**src/rtl/mqirq_pkg.sv**
```systemverilog
package mqirq_pkg;
  localparam int MAXQ = 16;

  typedef enum logic [2:0] {RK_NONE, RK_STAT, RK_MASK, RK_EN, RK_DIS} rkind_e;

  typedef struct packed {
    rkind_e     kind;
    logic [3:0] q;
  } rsel_t;

  // word addresses (byte offset / 4)
  localparam logic [9:0] GSTAT_W    = 10'h009;
  localparam logic [9:0] GEN_W      = 10'h00A;
  localparam logic [9:0] GDIS_W     = 10'h00B;
  localparam logic [9:0] GMASK_W    = 10'h00C;
  localparam logic [9:0] QSTAT_W    = 10'h100;
  localparam logic [9:0] QEN_LO_W   = 10'h180;
  localparam logic [9:0] QDIS_LO_W  = 10'h188;
  localparam logic [9:0] QMASK_LO_W = 10'h190;
  localparam logic [9:0] QEN_HI_W   = 10'h198;
  localparam logic [9:0] QDIS_HI_W  = 10'h1A0;
  localparam logic [9:0] QMASK_HI_W = 10'h1A8;
  localparam int LO_CNT = 7;
  localparam int HI_CNT = 8;
endpackage

```
**src/rtl/mqirq_decode.sv**
```systemverilog
module mqirq_decode
  import mqirq_pkg::*;
#(
  parameter int AW    = 10,
  parameter int NUM_Q = 16
) (
  input  logic [AW-1:0] addr_i,
  output rsel_t         sel_o
);
  localparam int QBITS = 4;

  logic [AW-1:0] off_st, off_el, off_dl, off_ml, off_eh, off_dh, off_mh;
  rsel_t         raw;

  always_comb begin
    off_st = addr_i - AW'(QSTAT_W);
    off_el = addr_i - AW'(QEN_LO_W);
    off_dl = addr_i - AW'(QDIS_LO_W);
    off_ml = addr_i - AW'(QMASK_LO_W);
    off_eh = addr_i - AW'(QEN_HI_W);
    off_dh = addr_i - AW'(QDIS_HI_W);
    off_mh = addr_i - AW'(QMASK_HI_W);

    raw.kind = RK_NONE;
    raw.q    = '0;
    if      (addr_i == AW'(GSTAT_W)) raw.kind = RK_STAT;
    else if (addr_i == AW'(GEN_W))   raw.kind = RK_EN;
    else if (addr_i == AW'(GDIS_W))  raw.kind = RK_DIS;
    else if (addr_i == AW'(GMASK_W)) raw.kind = RK_MASK;
    else if (off_st < AW'(MAXQ-1)) begin
      raw.kind = RK_STAT; raw.q = QBITS'(off_st) + 4'd1;
    end else if (off_el < AW'(LO_CNT)) begin
      raw.kind = RK_EN;   raw.q = QBITS'(off_el) + 4'd1;
    end else if (off_dl < AW'(LO_CNT)) begin
      raw.kind = RK_DIS;  raw.q = QBITS'(off_dl) + 4'd1;
    end else if (off_ml < AW'(LO_CNT)) begin
      raw.kind = RK_MASK; raw.q = QBITS'(off_ml) + 4'd1;
    end else if (off_eh < AW'(HI_CNT)) begin
      raw.kind = RK_EN;   raw.q = QBITS'(off_eh) + 4'd8;
    end else if (off_dh < AW'(HI_CNT)) begin
      raw.kind = RK_DIS;  raw.q = QBITS'(off_dh) + 4'd8;
    end else if (off_mh < AW'(HI_CNT)) begin
      raw.kind = RK_MASK; raw.q = QBITS'(off_mh) + 4'd8;
    end

    // queues beyond the configured count decode to nothing
    sel_o = raw;
    if ({1'b0, raw.q} >= 5'(NUM_Q)) begin
      sel_o.kind = RK_NONE;
      sel_o.q    = '0;
    end
  end
endmodule

```
**src/rtl/mqirq_slot.sv**
```systemverilog
module mqirq_slot #(
  parameter int DW = 32
) (
  input  logic          clk_i,
  input  logic          rst_ni,
  input  logic [DW-1:0] evt_i,
  input  logic          clr_i,
  input  logic          en_wr_i,
  input  logic          dis_wr_i,
  input  logic [DW-1:0] wdata_i,
  input  logic          ack_i,
  output logic [DW-1:0] stat_o,
  output logic [DW-1:0] mask_o,
  output logic          irq_o
);
  logic [DW-1:0] stat_q, stat_d, mask_q, mask_d, new_bits;
  logic          stat_en, mask_en, irq_q, irq_d;

  always_comb begin
    new_bits = evt_i & ~mask_q;
    stat_d   = (clr_i ? '0 : stat_q) | new_bits;
    stat_en  = clr_i | (|new_bits);
    mask_en  = en_wr_i | dis_wr_i;
    mask_d   = en_wr_i ? (mask_q & ~wdata_i) : (mask_q | wdata_i);
    irq_d    = (|stat_d) & ((|new_bits) | (irq_q & ~ack_i));
  end

  always_ff @(posedge clk_i or negedge rst_ni) begin
    if (!rst_ni) begin
      stat_q <= '0;
      mask_q <= '1;
      irq_q  <= 1'b0;
    end else begin
      if (stat_en) stat_q <= stat_d;
      if (mask_en) mask_q <= mask_d;
      irq_q <= irq_d;
    end
  end

  assign stat_o = stat_q;
  assign mask_o = mask_q;
  assign irq_o  = irq_q;
endmodule

```
**src/rtl/mq_irq_regbank.sv**
```systemverilog
module mq_irq_regbank
  import mqirq_pkg::*;
#(
  parameter int NUM_Q = 16,
  parameter int DW    = 32,
  parameter int AW    = 10
) (
  input  logic                clk_i,
  input  logic                rst_ni,
  input  logic                req_i,
  input  logic                we_i,
  input  logic [AW-1:0]       addr_i,
  input  logic [DW-1:0]       wdata_i,
  output logic [DW-1:0]       rdata_o,
  output logic                rvalid_o,
  input  logic [NUM_Q*DW-1:0] evt_i,
  output logic [NUM_Q-1:0]    irq_o
);
  // legal range check
  if (NUM_Q < 1 || NUM_Q > MAXQ) begin : g_bad_nq
    $error("NUM_Q out of range 1..16");
  end

  rsel_t                    sel;
  logic                     rd, wr, gack;
  logic [NUM_Q-1:0][DW-1:0] stat_a, mask_a;
  logic [DW-1:0]            rdata_d, rdata_q;
  logic                     rvalid_q;

  mqirq_decode #(.AW(AW), .NUM_Q(NUM_Q)) u_dec (
    .addr_i (addr_i),
    .sel_o  (sel)
  );

  assign rd   = req_i & ~we_i;
  assign wr   = req_i & we_i;
  assign gack = rd & (sel.kind == RK_STAT) & (sel.q == 4'd0);

  for (genvar q = 0; q < NUM_Q; q++) begin : g_q
    logic hit;
    assign hit = (sel.q == 4'(q));
    mqirq_slot #(.DW(DW)) u_slot (
      .clk_i    (clk_i),
      .rst_ni   (rst_ni),
      .evt_i    (evt_i[q*DW +: DW]),
      .clr_i    (rd & hit & (sel.kind == RK_STAT)),
      .en_wr_i  (wr & hit & (sel.kind == RK_EN)),
      .dis_wr_i (wr & hit & (sel.kind == RK_DIS)),
      .wdata_i  (wdata_i),
      .ack_i    (gack),
      .stat_o   (stat_a[q]),
      .mask_o   (mask_a[q]),
      .irq_o    (irq_o[q])
    );
  end

  always_comb begin
    rdata_d = '0;
    for (int q = 0; q < NUM_Q; q++) begin
      if (sel.q == 4'(q)) begin
        if (sel.kind == RK_STAT) rdata_d = stat_a[q];
        if (sel.kind == RK_MASK) rdata_d = mask_a[q];
      end
    end
  end

  always_ff @(posedge clk_i or negedge rst_ni) begin
    if (!rst_ni) begin
      rdata_q  <= '0;
      rvalid_q <= 1'b0;
    end else begin
      if (rd) rdata_q <= rdata_d;
      rvalid_q <= rd;
    end
  end

  assign rdata_o  = rdata_q;
  assign rvalid_o = rvalid_q;
endmodule

```
**config.mk**
```make
export PLATFORM = sky130hd
export DESIGN_NAME = mq_irq_regbank
export DESIGN_NICKNAME = d
export VERILOG_FILES = /design/src/rtl/mqirq_pkg.sv /design/src/rtl/mqirq_decode.sv /design/src/rtl/mqirq_slot.sv /design/src/rtl/mq_irq_regbank.sv
export SDC_FILE = /design/constraint.sdc
export NUM_CORES = 2
export LEC_CHECK = 0
export BUFFER_PORTS_ARGS = -buffer_cell sky130_fd_sc_hd__buf_2
export CORE_UTILIZATION = 59
export DETAILED_ROUTE_END_ITERATION = 7
export HOLD_SLACK_MARGIN = 0.02
export PLACE_DENSITY = 0.88
export REMOVE_ABC_BUFFERS = 1
export SLEW_MARGIN = 20
export SYNTH_ARGS = -nofsm -noshare
export SYNTH_HDL_FRONTEND = slang
export SYNTH_HIERARCHICAL = 1
export SYNTH_SLANG_ARGS = --single-unit
```
**constraint.sdc**
```tcl
create_clock -name clk_i -period 2 [get_ports clk_i]
set_input_delay 0.3 -clock clk_i [delete_from_list [all_inputs] [get_ports clk_i]]
set_output_delay 0.3 -clock clk_i [all_outputs]
set_load 0.02 [all_outputs]
```
==> results.ini, run 1 <==
[cts]
cts_buffers = 110
cts_max_level = 3
clock-sinks = 1073
cts.path.max_buffers = 3
clockRootBuffer = clkbuf_16

[yosys]
synth_cell_type_count = 77
syn_area_per_cell_sq_um = 9.45
synth_area_leaders = dfrtp_1 27%, dfstp_2 25%, a21oi_1 11%, nand2b_1 6.2%, a22oi_1 5.6%
async_reset_ff_share_pct = 100
yosysSeqAreaShare_pct = 52.1
ys.flop_type = dfrtp_1
yosysMostFrequentCell = a21oi_1
synth.top_cell.area_share_pct = 26.6
yosys_warnings = 6
synthTopCellsByCount = 1110 x a21oi_1, 561 x dfrtp_1, 521 x inv_1, 521 x nand2b_1, 514 x o21ai_0
netlist_instances = 5584
synthesis.area_sq_um = 52800
synth-edff-count = 0
ys_ff_latch = 1073
synth_top_area_cell = dfrtp_1

[global_routing]
grt_max_degree = 94
grt_overflow = 29
grt_pass1_vias = 72100
grt_pass1_wl_microns = 509000
track_usage_pct = 78.2

[floorplanning]
io_pins = 607
die_y_microns = 301
initial_core_util_pct = 59.6
die_w_microns = 301
num_rows = 109

[run_status]
error_line = [ERROR GRT-0116] Global routing finished with congestion. Check the congestion regions in the DRC Viewer.
stop_stage = global routing (5_1_grt)
status = stopped before the end

[place]
numPortBuffers = 606
dp.cells = 7758
gp_congestion = 1.12
place_hpwl_microns = 197000

==> metrics by stage <==
step | hold WS (ps) | utilization, % | cell area, sq um | setup WS (ps)
after CTS | 29.1 | 85.3 | 75500 | -1160
after detailed placement | 208 | 71.7 | 63500 | -2720
after global placement | 202 | 71.7 | 63500 | -2670
after floorplan | 4.41 | - | 51300 | -13560
==> kinds of logic after synthesis <==
logic type	synth area share (%)
muxes	0.585
and+or+nand+nor	13.9
xor gates and xnor gates	0.0830
buffers and inverters	6.52
AOI/OAI and AO/OA	26.5
adders and majority gates	0.284
DFF	52.1
==> per-layer routing <==
| layer | GRT usage (%) | GRT overflow |
|---|---|---|
| met5 | 28.7 | 1 |
| met1 | 79.1 | 2 |
| met3 | 64.9 | 1 |
| met4 | 75.5 | 16 |
| met2 | 93.4 | 9 |
==> what timing repair did <==
action / CTS
setup buffers: 52
pin swaps: 83
cloned: 33
gates resized for setup: 394
hold endpoints to repair: 704
setup endpoints to repair: 1072
hold buffers: 510
==> inputs of run 2 (changes only) <==
--- a/config.mk
+++ b/config.mk
@@ -6,10 +6,9 @@
 export NUM_CORES = 2
 export LEC_CHECK = 0
 export BUFFER_PORTS_ARGS = -buffer_cell sky130_fd_sc_hd__buf_2
-export CORE_UTILIZATION = 59
+export CORE_UTILIZATION = 40
 export DETAILED_ROUTE_END_ITERATION = 7
-export HOLD_SLACK_MARGIN = 0.02
-export PLACE_DENSITY = 0.88
+export PLACE_DENSITY_LB_ADDON = 0.15
 export REMOVE_ABC_BUFFERS = 1
 export SLEW_MARGIN = 20
 export SYNTH_ARGS = -nofsm -noshare
==> run 2 against run 1 <==
  * The flow now finishes, with violations (setup timing)
  * Synthesized cell count unchanged
  * Area after synthesis unchanged
==> results.ini, run 2 <==
[power_and_ir_drop]
p_seq_share_pct = 43.5
leakage_nw = 33.5
p_sw_share_pct = 27.2
ir_drop_mv = 0.712
power_mw = 51.3
p_int_mw = 37.4
combPwrFrac_pct = 12.6
p_clk_share_pct = 43.9
p_per_area_nw_per_um2 = 651
p_switching_mw = 14.0

[global_routing]
grt_pass1_vias = 55700
grt_max_degree = 119
track_usage_pct = 44.0
grt_overflow = 0
grt_pass1_wl_microns = 416000
antenna_found_initial = 12

[routing]
num_vias = 57800
initialDrtViolationCount = 8243
route.detailed.drc = 0
drt_wl_total_microns = 303000
ant_nets = 0
wl_per_cell_microns = 32.7
viasPerCell = 6.24
first_pass_iters = 8

[sta]
slew_headroom_pct = 47.7
rsz0062_at_grt = true
period_minus_slack_ps = 3080
finalWorstSetupSlack_ps = -1080
period_share_pct = 154
drv_slew = 0
setup_viol = 1072
worstMarginPinSlew_ps = 784
fin_skew_ps = 19.5
final-hold-violation-count = 0
fmax_mhz = 325

[yosys]
synthTopCellsByCount = 1110 x a21oi_1, 561 x dfrtp_1, 521 x inv_1, 521 x nand2b_1, 514 x o21ai_0  ; unchanged
synth-edff-count = 0  ; unchanged
ys_ff_latch = 1073  ; unchanged
synth_top_area_cell = dfrtp_1  ; unchanged
synthSimpleGateAreaFrac_pct = 13.9  ; unchanged
netlist_instances = 5584  ; unchanged
synth_top_family_by_area = compound AO/OA/AOI/OAI gates  ; unchanged
synthMuxAreaShare_pct = 0.585  ; unchanged
synth.top_cell.area_share_pct = 26.6  ; unchanged
synth_cell_type_count = 77  ; unchanged
async_reset_ff_share_pct = 100  ; unchanged
synthesis.area_sq_um = 52800  ; unchanged
synthXorXnorAreaFrac_pct = 0.0830  ; unchanged
synthAdderAreaFrac_pct = 0.284  ; unchanged
synth_compound_area_share_pct = 26.5  ; unchanged
yosysSeqAreaShare_pct = 52.1  ; unchanged
ys.flop_type = dfrtp_1  ; unchanged
syn_area_per_cell_sq_um = 9.45  ; unchanged
synth_area_leaders = dfrtp_1 27%, dfstp_2 25%, a21oi_1 11%, nand2b_1 6.2%, a22oi_1 5.6%  ; unchanged
yosysMostFrequentCell = a21oi_1  ; unchanged
yosys_warnings = 6  ; unchanged

[worst_setup_path]
worstSetupEndpointType = register
cp_max_fo = 8
worstPathRequired_ps = 2670
critPathLaunchType = input pin
critPathKind = input pin to register
rrSetupSlack_ps = -30
arrival_ps = 3750

[cells_and_area]
seqCellArea_sq_um = 27500
final_area_sq_um = 78900
fillers = 11100
area_growth_pct = 49.4
finalNetCount = 7978
stdcell_count = 9262
final_common_cell = a21oi_1
layout-drive-gt1-share_pct = 36.4
final_cell_mix = 1088 x a21oi_1, 610 x buf_4, 599 x buf_2
multiInputGateArea_sq_um = 24400

[floorplanning]
die_y_microns = 365  ; was 301 microns
num_rows = 132  ; was 109
initial_core_util_pct = 40.6  ; was 59.6%
coreArea_sq_um = 130000
die_w_microns = 365  ; was 301 microns
fp.dieArea_sq_um = 133000
io_pins = 607  ; unchanged

[place]
numPortBuffers = 606  ; unchanged
pre_cts_ws_ps = -2570  ; was -2720 ps
gp_congestion = 1.10  ; was 1.12
place_hpwl_microns = 211000  ; was 197000 microns
dp.cells = 8393  ; was 7758
placed_area_sq_um = 64900  ; was 63500 sq um

[cts]
cts.path.max_buffers = 3  ; unchanged
cts_tree = yes
clk_pin_slew_ps = 60
clockRootBuffer = clkbuf_16  ; unchanged
cts_max_level = 3  ; unchanged
cts_buffers = 118  ; was 110
clock_latency_ps = 790
clock-sinks = 1073  ; unchanged

[run_status]
violations = setup timing
status = complete, but fails checks  ; was stopped before the end

[worst_hold_path]
hold_class = input pin to register

[flow_run]
timing.max_cap.violations = 0

-- run 2: cell counts after synthesis --
No cell type changed its count.
-- run 2: power groups by stage --
stage               combinational [mW]  sequential (mW)  clock, mW
floorplan                         1.30             22.6          0
global placement                  5.03             22.6          0
detailed placement                5.03             22.6          0
CTS                               6.15             22.3       22.6
global route                      6.63             22.3       23.4
finish                            6.46             22.3       22.5
-- run 2: path summary, 6_finish.rpt --
kind	from	endpoint	depth (start not counted)
setup / recovery	addr_i[7]	rdata_o[21]$_DFFE_PN0P_	19
hold / removal	wdata_i[23]	register	3
setup reg to reg	g_q[12].u_slot/stat_o[0]$_DFFE_PN0P_	rdata_o[0]$_DFFE_PN0P_	7
hold reg to reg	register	register	2
max in group asynchronous	rst_ni	asynchronous set/reset pin	4
min in group asynchronous	rst_ni	asynchronous set/reset pin	2
-- run 2: cell families (layout without fill, tap and decap cells) --
| group | count (synthesis) | after routing |
|---|---|---|
| adder cells (fa/ha/maj) | 12 | 12 |
| buffers and inverters | 869 | 2798 |
| AND/OR/NAND/NOR | 1171 | 1172 |
| multiplexers | 28 | 28 |
| flip-flops | 1073 | 1073 |
| XOR/XNOR | 5 | 5 |
| AO/OA/AOI/OAI | 2426 | 2426 |
| other | 0 | 6 |
-- run 2: area by class of cell --
class	count	area share (%)
antenna	6	0.0190
clock buffer	192	4.46
clock inverter	34	0.471
inverter	521	2.52
multi-input combinational	3643	30.9
sequential	1073	34.9
tap	1742	2.76
timing repair buffer	2051	24.0
-- run 2: routing by layer --
metal / wire (microns) / track usage (%) / up-vias
met5: 17 / 0 / -
li1: - / - / 24100
met4: 24900 / 29.2 / 2
met3: 32000 / 9.90 / 957
met2: 131000 / 66.1 / 3911
met1: 115000 / 56.9 / 28900
-- run 2: what timing repair did --
action | 4_1_cts | 5_1_grt
pin swaps | 129 | 68
setup endpoints to repair | 1072 | 1072
setup buffers | 61 | 20
hold buffers | 526 | 0
gates cloned | 31 | 20
resized for setup | 483 | 206
hold endpoints to repair | 1043 | 0
-- run 2: per-stage QoR --
step	TNS (ps)	util [%]	hold slack [ps]
after floorplan	-4039640	-	4.41
after CTS	-695600	59.5	0.686
final	-832940	60.6	16.7
after global placement	-1853920	49.9	168
after global routing	-907930	60.6	13.4
after detailed placement	-1883080	49.9	167
-- run 2: worst max-delay path, stage by stage --
cell      delay (ps)
buf_4            140
ha_4             170
and3b_1          170
nand3b_1         150
a221o_1          400
buf_4            160
o211ai_4          90
buf_4            150
o211a_1          180
buf_12           150
nand2b_4         130
buf_4            120
or2_4            120
buf_12           140
buf_8            140
o22ai_4           80
nor4_4           570
o211ai_1         170
a22o_1           210
Power figures use the tool's default switching activity.
